$ cat config.mk
export PLATFORM = sky130hd
export DESIGN_NAME = sfence_issuer
export DESIGN_NICKNAME = d
export VERILOG_FILES = /design/src/rtl/sfence_pkg.sv /design/src/rtl/sfence_delay.sv /design/src/rtl/sfence_fifo.sv /design/src/rtl/sfence_issuer.sv
export SDC_FILE = /design/constraint.sdc
export NUM_CORES = 1
export LEC_CHECK = 0
export ABC_AREA = 1
export BUFFER_PORTS_ARGS = -buffer_cell sky130_fd_sc_hd__clkbuf_2
export CAP_MARGIN = 30
export CORE_AREA = 2 2 141 143
export CTS_BUF_LIST = sky130_fd_sc_hd__clkbuf_4
export DETAILED_ROUTE_END_ITERATION = 8
export DIE_AREA = 0 0 143 145
export PLACE_DENSITY = 0.72
export SKIP_CTS_REPAIR_TIMING = 1
export SYNTH_ARGS = -nofsm -noshare
export SYNTH_HDL_FRONTEND = slang
export SYNTH_SLANG_ARGS = --single-unit
$ cat constraint.sdc
create_clock -name clk -period 2.7 [get_ports clk]
set_clock_uncertainty 0.1 [all_clocks]
set_input_delay 0.54 -clock clk [delete_from_list [all_inputs] [get_ports clk]]
set_output_delay 0.54 -clock clk [all_outputs]
set_load 0.02 [all_outputs]
$ cat src/rtl/sfence_pkg.sv
`timescale 1ns/1ps
package sfence_pkg;
   localparam int          CMD_W       = 4;
   localparam logic [3:0]  CMD_MEMSYNC = 4'hA;
   localparam int          ATTR_INV    = 0;
   localparam int          ATTR_KERN   = 1;
endpackage

$ cat src/rtl/sfence_delay.sv
`timescale 1ns/1ps
module sfence_delay #(
   parameter int LAT_W = 4
) (
   input  logic             clk,
   input  logic             rst_n,
   input  logic             load,
   input  logic [LAT_W-1:0] lat,
   input  logic             release_i,
   output logic             pending,
   output logic             due
);
   logic [LAT_W-1:0] cnt;

   if (LAT_W < 1) begin : g_bad_lat
      $error("sfence_delay: LAT_W must be at least 1");
   end

   always_ff @(posedge clk) begin
      if (!rst_n) begin
         pending <= 1'b0;
         cnt     <= '0;
      end else if (load) begin
         pending <= 1'b1;
         cnt     <= lat;
      end else if (release_i) begin
         pending <= 1'b0;
      end else if (pending && cnt != '0) begin
         cnt <= cnt - 1'b1;
      end
   end

   assign due = pending && (cnt == '0);

   // count moves down one per cycle while waiting
   a_r5_countdown: assert property (@(posedge clk) disable iff (!rst_n)
      (pending && cnt != '0 && !load) |=> (cnt == $past(cnt) - 1'b1));
   // nothing leaves before the count has run out
   a_r5_no_early: assert property (@(posedge clk) disable iff (!rst_n)
      release_i |-> due);
   // no second fence enters while one is waiting
   a_r6_no_reload: assert property (@(posedge clk) disable iff (!rst_n)
      pending |-> !load);
endmodule

$ cat src/rtl/sfence_fifo.sv
`timescale 1ns/1ps
module sfence_fifo #(
   parameter int W     = 8,
   parameter int DEPTH = 4
) (
   input  logic         clk,
   input  logic         rst_n,
   input  logic         push,
   input  logic [W-1:0] din,
   input  logic         pop,
   output logic [W-1:0] dout,
   output logic         empty,
   output logic         full
);
   localparam int PW = $clog2(DEPTH);

   if (DEPTH < 2 || (DEPTH & (DEPTH - 1)) != 0) begin : g_bad_depth
      $error("sfence_fifo: DEPTH must be a power of two of at least 2");
   end

   logic [W-1:0]  mem [DEPTH];
   logic [PW-1:0] wr_ptr, rd_ptr;
   logic [PW:0]   count;

   always_ff @(posedge clk) begin
      if (!rst_n) begin
         wr_ptr <= '0;
         rd_ptr <= '0;
         count  <= '0;
      end else begin
         if (push) begin
            mem[wr_ptr] <= din;
            wr_ptr      <= wr_ptr + 1'b1;
         end
         if (pop) rd_ptr <= rd_ptr + 1'b1;
         if (push && !pop)      count <= count + 1'b1;
         else if (pop && !push) count <= count - 1'b1;
      end
   end

   assign dout  = mem[rd_ptr];
   assign empty = (count == '0);
   assign full  = (count == (PW+1)'(DEPTH));

   // the retry store never overflows or underflows
   a_r8_no_overflow: assert property (@(posedge clk) disable iff (!rst_n)
      push |-> !full);
   a_r8_no_underflow: assert property (@(posedge clk) disable iff (!rst_n)
      pop |-> !empty);
endmodule

$ cat src/rtl/sfence_issuer.sv
`timescale 1ns/1ps
module sfence_issuer
   import sfence_pkg::*;
#(
   parameter int WAVE_W = 6,
   parameter int SEQ_W  = 16,
   parameter int ATTR_W = 8,
   parameter int ADDR_W = 48,
   parameter int LAT_W  = 4,
   parameter int QDEPTH = 4
) (
   input  logic              clk,
   input  logic              rst_n,
   input  logic [LAT_W-1:0]  lat_cfg,
   input  logic              inj_valid,
   input  logic [WAVE_W-1:0] inj_wave,
   input  logic [SEQ_W-1:0]  inj_seq,
   input  logic              inj_kernel,
   input  logic [ATTR_W-1:0] inj_flags,
   input  logic              inj_system,
   output logic              busy,
   output logic              cq_valid,
   input  logic              cq_ready,
   output logic [ADDR_W-1:0] cq_addr,
   output logic [CMD_W-1:0]  cq_cmd,
   output logic [ATTR_W-1:0] cq_attr,
   output logic [SEQ_W-1:0]  cq_seq,
   output logic [WAVE_W-1:0] cq_wave,
   output logic              hq_valid,
   output logic [ADDR_W-1:0] hq_addr,
   output logic [CMD_W-1:0]  hq_cmd,
   output logic [ATTR_W-1:0] hq_attr,
   output logic [SEQ_W-1:0]  hq_seq,
   output logic [WAVE_W-1:0] hq_wave
);
   localparam int EW = WAVE_W + SEQ_W + ATTR_W;

   if (ATTR_W < 2) begin : g_bad_attr
      $error("sfence_issuer: ATTR_W must hold the two kernel bits");
   end

   // kernel-scope attribute word
   logic [ATTR_W-1:0] kern_attr;
   assign kern_attr[ATTR_INV]  = 1'b1;
   assign kern_attr[ATTR_KERN] = 1'b1;
   if (ATTR_W > 2) begin : g_pad
      assign kern_attr[ATTR_W-1:2] = '0;
   end

   logic              go, due, pend, release_w;
   logic [WAVE_W-1:0] p_wave;
   logic [SEQ_W-1:0]  p_seq;
   logic [ATTR_W-1:0] p_attr;
   logic              p_sys, p_kern;

   assign go = inj_valid && !pend;

   always_ff @(posedge clk) begin
      if (!rst_n) begin
         p_wave <= '0;
         p_seq  <= '0;
         p_attr <= '0;
         p_sys  <= 1'b0;
         p_kern <= 1'b0;
      end else if (go) begin
         p_wave <= inj_wave;
         p_seq  <= inj_seq;
         p_attr <= inj_kernel ? kern_attr : inj_flags;
         p_sys  <= inj_system;
         p_kern <= inj_kernel;
      end
   end

   sfence_delay #(.LAT_W(LAT_W)) u_delay (
      .clk(clk), .rst_n(rst_n), .load(go), .lat(lat_cfg),
      .release_i(release_w), .pending(pend), .due(due)
   );

   // retry path
   logic          q_empty, q_full, q_push, q_pop, rdy_d, replay, new_cache;
   logic [EW-1:0] q_head;

   always_ff @(posedge clk) begin
      if (!rst_n) rdy_d <= 1'b0;
      else        rdy_d <= cq_ready;
   end

   assign replay    = !q_empty && rdy_d;
   assign new_cache = due && !p_sys && q_empty;
   assign q_push    = due && !p_sys && (q_empty ? !cq_ready : !q_full);
   assign q_pop     = replay && cq_ready;
   assign hq_valid  = due && p_sys;
   assign release_w = hq_valid || (new_cache && cq_ready) || q_push;

   sfence_fifo #(.W(EW), .DEPTH(QDEPTH)) u_retry (
      .clk(clk), .rst_n(rst_n), .push(q_push), .din({p_wave, p_seq, p_attr}),
      .pop(q_pop), .dout(q_head), .empty(q_empty), .full(q_full)
   );

   assign busy     = pend;
   assign cq_valid = replay || new_cache;
   assign cq_addr  = '0;
   assign cq_cmd   = CMD_MEMSYNC;
   assign {cq_wave, cq_seq, cq_attr} = replay ? q_head : {p_wave, p_seq, p_attr};

   assign hq_addr  = '0;
   assign hq_cmd   = CMD_MEMSYNC;
   assign hq_wave  = p_wave;
   assign hq_seq   = p_seq;
   assign hq_attr  = p_attr;

   // a hub request lasts exactly one cycle
   a_r7_hub_pulse: assert property (@(posedge clk) disable iff (!rst_n)
      hq_valid |=> !hq_valid);
   // queued entries only follow a ready cycle
   a_r9_replay_gate: assert property (@(posedge clk) disable iff (!rst_n)
      (cq_valid && !q_empty) |-> $past(cq_ready));
   // a full queue keeps the fence in the delay stage
   a_r10_full_hold: assert property (@(posedge clk) disable iff (!rst_n)
      (due && !p_sys && q_full && !q_pop) |=> busy);
   // busy only rises after an offered command
   a_r6_busy_cause: assert property (@(posedge clk) disable iff (!rst_n)
      $rose(busy) |-> $past(inj_valid));
   // kernel fences carry both invalidate and kernel bits
   a_r2_kernel_bits: assert property (@(posedge clk) disable iff (!rst_n)
      (hq_valid && p_kern) |-> (hq_attr[ATTR_INV] && hq_attr[ATTR_KERN]));
endmodule

Word-level counts from Yosys, hierarchy flattened

Memories as Yosys holds them, arrays and structs flattened. A register that Yosys moved wholly into a read port is not among the register bits.
Cells that the tools add are included.

Bits in registers: 44
Latch bits: 0
Bits in writable memories: 120
Memory bits (read-only): 0
Input bits: 40
Output and inout bits: 167
Logic and storage cells: 62
Memories: 1

Memories:

| memory      | words | bits a word | rd ports | clocked after memory_dff | write ports | RTL line          | text |
|---|---|---|---|---|---|---|---|
| u_retry.mem | 4     | 30          | 1        | 1                        | 1           | sfence_fifo.sv:21 | `logic [W-1:0] mem [DEPTH];` |

$add $sub $neg: 5
Multiply operators: 0
Div/mod/pow operators: 0
$lt $le $gt $ge: 0
Eq/ne operators: 2
Shift-type cells: 0
Mux-type cells: 15
Bitwise gates (word level): 0
Reduce and logical (&&, ||, !) cells: 29

Operators with widths:

| cell                | number |
|---|---|
| $mux 30             | 1 |
| $logic_and 1x1->1   | 12 |
| $mux 4              | 3 |
| $mux 8              | 1 |
| $logic_not 1->1     | 7 |
| $mux 1              | 6 |
| $mux 3              | 2 |
| $reduce_bool 2->1   | 3 |
| $add 2x1->2 const B | 2 |
| $logic_not 4->1     | 1 |
| $mux 2              | 2 |
| $reduce_bool 4->1   | 1 |
| $sub 4x1->4 const B | 1 |
| $add 3x1->3 const B | 1 |
| $eq 3x3->1 const B  | 1 |
| $logic_not 3->1     | 1 |
| $logic_or 1x1->1    | 3 |
| $sub 3x1->3 const B | 1 |
| $ne 2x2->1 const B  | 1 |
| $reduce_and 2->1    | 1 |

Depth between registers and ports, before layout

Word-level depth: 9
Depth in mapped cells: 13
Gate-level depth less buffers: 13

Cells and area by module

Synthesis repeated with hierarchy kept, for this count alone.

Cell total of the unflattened synthesis: 819
Area, all modules: 7880.1 sq um

Modules (own cells, without submodules):

| module        | times used | cells an instance | area each (sq um) | seq. area each (sq um) |
|---|---|---|---|---|
| sfence_fifo   | 1          | 350               | 4943.5            | 3783.6 |
| sfence_issuer | 1          | 420               | 2607.5            | 640.6 |
| sfence_delay  | 1          | 49                | 329.1             | 100.1 |

Least setup slack after synthesis

OpenSTA, ideal clock, no wires.

Kind: reg-to-reg
From: register u_delay.cnt[0]
To: memory u_retry.mem[0][0] in the netlist's numbering, enable pin
Library setup time: 0.393 ns
Arrival: 1.821 ns
Required time: 2.207 ns
Slack: 0.386 ns
Cell stages (with the launch flop): 9
Buffers on the path: 0
Clock period less this slack: 2.314 ns
Path through: dfxtp_1 > inv_1 > ha_1 > nand3_2 > nor2_4 > nand2_4 > clkinv_2 > nand2_4 > nor2_2

Longest elaborated chain between the ends: 7

Ends and longest elaborated chain:

| element                         | RTL line            | text |
|---|---|---|
| from (decl)                     | sfence_delay.sv:13  | `logic [LAT_W-1:0] cnt;` |
| from (signal assigned)          | sfence_delay.sv:25  | `cnt <= lat;` |
| from (signal assigned)          | sfence_delay.sv:29  | `cnt <= cnt - 1'b1;` |
| $logic_not 4->1                 | sfence_delay.sv:33  | `assign due = pending && (cnt == '0);` |
| $logic_and 1x1->1               | sfence_delay.sv:33  |  |
| $logic_and 1x1->1 (2 in series) | sfence_issuer.sv:90 | `assign q_push = due && !p_sys && (q_empty ? !cq_ready : !q_full);` |
| net q_push                      | sfence_issuer.sv:80 | `logic q_empty, q_full, q_push, q_pop, rdy_d, replay, new_cache;` |
| $mux 1                          | sfence_fifo.sv:31   | `if (push) begin` |
| $mux 1                          | sfence_fifo.sv:26   | `if (!rst_n) begin` |
| $mux 1 (implied by the code)    | sfence_fifo.sv:32   | `mem[wr_ptr] <= din;` |
| to (decl)                       | sfence_fifo.sv:21   |  |

The timed path passes the listed nets, and every way through them passes these cells.

Worst setup path in the final report

From: register u_retry.count[1]
To: output port cq_seq[15]

Longest elaborated chain between the ends: 4

Ends and longest elaborated chain:

| element                | RTL line             | text |
|---|---|---|
| from (decl)            | sfence_fifo.sv:23    | `logic [PW:0] count;` |
| from (signal assigned) | sfence_fifo.sv:36    | `if (push && !pop) count <= count + 1'b1;` |
| from (signal assigned) | sfence_fifo.sv:37    | `else if (pop && !push) count <= count - 1'b1;` |
| $logic_not 3->1        | sfence_fifo.sv:42    | `assign empty = (count == '0);` |
| $logic_not 1->1        | sfence_issuer.sv:88  | `assign replay = !q_empty && rdy_d;` |
| $logic_and 1x1->1      | sfence_issuer.sv:88  |  |
| $mux 30                | sfence_issuer.sv:104 | `assign {cq_wave, cq_seq, cq_attr} = replay ? q_head : {p_wave, p_seq, p_attr};` |
| to (decl)              | sfence_issuer.sv:27  | `output logic [SEQ_W-1:0] cq_seq,` |

No other way between the ends.

==> metrics <==
#FFs+latches synth=166; Ports=207; vias in the first global route=4552; Yosys top cell by area=edfxtp_1; f_max=0.383 GHz; post-synth top area share=0.477; Primary FF master, synth=edfxtp_1; residual DRC count=0; total CTS buffers=17; TritonRoute pass-1 iters=5; port buffer count=102; yosys warns=0; Final Cell Area=8470 µm²; DP Wirelength=10200 µm; CTS tree=done; crit-path max FO=18; slowest cell delay on critical path=0.39 ns; Root Driver=clkbuf_4; DIE AREA=20700 µm²; final-report setup violation count=0; final worst path period need=2.61 ns; Mapped Cells=739; total gr overflow=0; die height=145 µm; Crit Path Class=flip-flop to output pin; post-synthesis cell area=7560 µm²; ANT cells=0; Post-synth EDFFs=120; H-tree depth=4; Clock transition at path regs=0.15 ns; hold_sp=inj_wave[0]; Clock Path Buffers=2; initial antenna violation count=0; Initial Util=0.393; status=finished, final reports clean; drt initial violations=344; Total GRT Usage=0.151; placed cell areas=7970 µm²; maximum number of pins on one net before global-route repair=38; first-pass GRT wire length=24200 µm; Syn Area/Cell=10.2 µm²; Core Footprint=19200 µm²; gpl congestion=0.756; post-route insts no fill=1125; worst hold path type=input pin to flip-flop; library cells used by synthesis=30; drt via density=4.49; most frequent cells after synthesis=nor2_1, edfxtp_1, buf_4, o21ai_1, dfxtp_1; startpoint types=flip-flop; Area Overhead vs Synth=12.1%; die width=143 µm; Antenna Violating Nets Remaining=0; delay-heaviest family, CP=buffers and inverters; utilization after layout=0.441; Seq/Total Area, Yosys=0.599; Leak=3.43 nW; Core Rows=51; Fin. Hold Viols=0; cell with the largest stage delay on the worst path=dfxtp_2; Max VDD drop=367 µV; Slew Viols, Final=0; Cell Pwr Density=640 nW/µm²; Routed WL=15700 µm; WP data arrival=1.97 ns; Cells after DPL=1088; DR WL/cell=14.0 µm; WP data required=2.06 ns; clock sinks=166; share of cells above drive strength 1=0.220; FFs w/ async S/R, synth=0; CP most frequent cell=nand2_2; crit path cell chain=nor2_2 -> nand2_2 -> nand2_2 -> inv_8 -> buf_8 -> nor2_1 -> a31oi_1 -> buf_4; RSZ-0062 raised after global routing=true; max-cap viol count=0; most frequent cell after synthesis=nor2_1; Worst setup EP type=output pin; Nets=895; clk_lat worst skew=0.55 ns; pre-CTS setup slack=0.289 ns; vias after detailed routing=5054; CP startpoint=u_retry.count[1]$_SDFFE_PN0P_; FF-to-FF Start=u_delay.cnt[1]$_SDFFE_PN0P_; Area contributors post-synth=edfxtp_1, dfxtp_1, buf_4; final worst slack=0.0873 ns; CP Buf/Inv Count=3; crit share post-route=0.968
[through the flow]
| step | hold slack, ns | power, mW | TNS, ns |
|---|---|---|---|
| floorplan | 0.336 | 3.64 | 0 |
| global placement | 0.351 | 3.75 | 0 |
| detailed placement | 0.361 | 3.77 | 0 |
| CTS | 0.0624 | 5.41 | -6.20 |
| global route | 0.0732 | 5.65 | -0.374 |
| finish | 0.101 | 5.42 | 0 |
[worst paths after layout]
path                                                      end  slack [ns]  depth (start not counted)
worst max register to register  u_retry.count[2]$_SDFFE_PN0P_        0.34                         13
worst min register to register  u_retry.count[1]$_SDFFE_PN0P_        0.39                          2
worst min-delay path                  hq_wave[0]$_SDFFE_PN0P_        0.10                          3
worst max-delay path                               cq_seq[15]        0.09                          8
[flip-flops by register name (all words and copies together) (netlist names), named ones only]
| register | cells |
|---|---|
| rdy_d | 1 |
| u_delay.pending | 1 |
| hq_seq | 16 |
| u_retry.count | 3 |
| p_sys | 1 |
| hq_attr | 8 |
| hq_wave | 6 |
| u_retry.mem | 120 |
| u_retry.wr_ptr | 2 |
| u_retry.rd_ptr | 2 |
| u_delay.cnt | 4 |
[tightest hold or removal path, stage by stage]
cell      delay [ns]
clkbuf_2        0.07
o21ai_1         0.06
nor2_1          0.07
[cell usage in the layout (no fill, tap or decap), drive strengths merged]
cell type and instances:
o21ai 100, nand3 10, a31oi 31, nand2 24, nor2 205, fa 1
buf 41, nand4 2, xnor2 1, bufinv 4, xor2 1, a21oi 19
nor3 2, clkinv 4, conb 104, inv 34, clkbuf 103, o21bai 1
edfxtp 120, dfxtp 46, ha 7
[final cells by class]
cell class              instances  area (µm²)
clock inverters                15         210
multi-input cells             508        2360
clock buffers                  17         128
flip-flops and latches        166        4530
repair buffers                127         796
well taps                     265         332
inverters                      27         113
fillers                      1786       10700
[cells by family (layout without fill, tap and decap cells)]
logic type / after synthesis / after routing / share of synthesized area
flops: 166 / 166 / 0.599
compound gates: 151 / 151 / 0.105
simple gates: 243 / 243 / 0.131
other cells: 2 / 104 / 0.000994
buf+inv: 167 / 186 / 0.147
xor+xnor: 2 / 2 / 0.00232
fa+ha+maj: 8 / 8 / 0.0142
[report_power, final]
part / internal (mW) / total, mW / leakage [nW] / switching [mW]
clock network: 0.761 / 1.67 / 0.186 / 0.907
logic: 0.262 / 0.853 / 1.76 / 0.591
registers: 2.81 / 2.90 / 1.48 / 0.0880
[per-layer routing]
layer | part of all wire | global-route usage | wire length (µm) | vias up
li1 | - | - | - | 2512
met1 | 0.44 | 0.195 | 6890 | 2335
met2 | 0.49 | 0.255 | 7750 | 191
met3 | 0.056 | 0.0330 | 878 | 16
met4 | 0.011 | 0.0411 | 180 | 0
met5 | 0 | 0 | 0 | -
(Power assumes the default switching activity.)
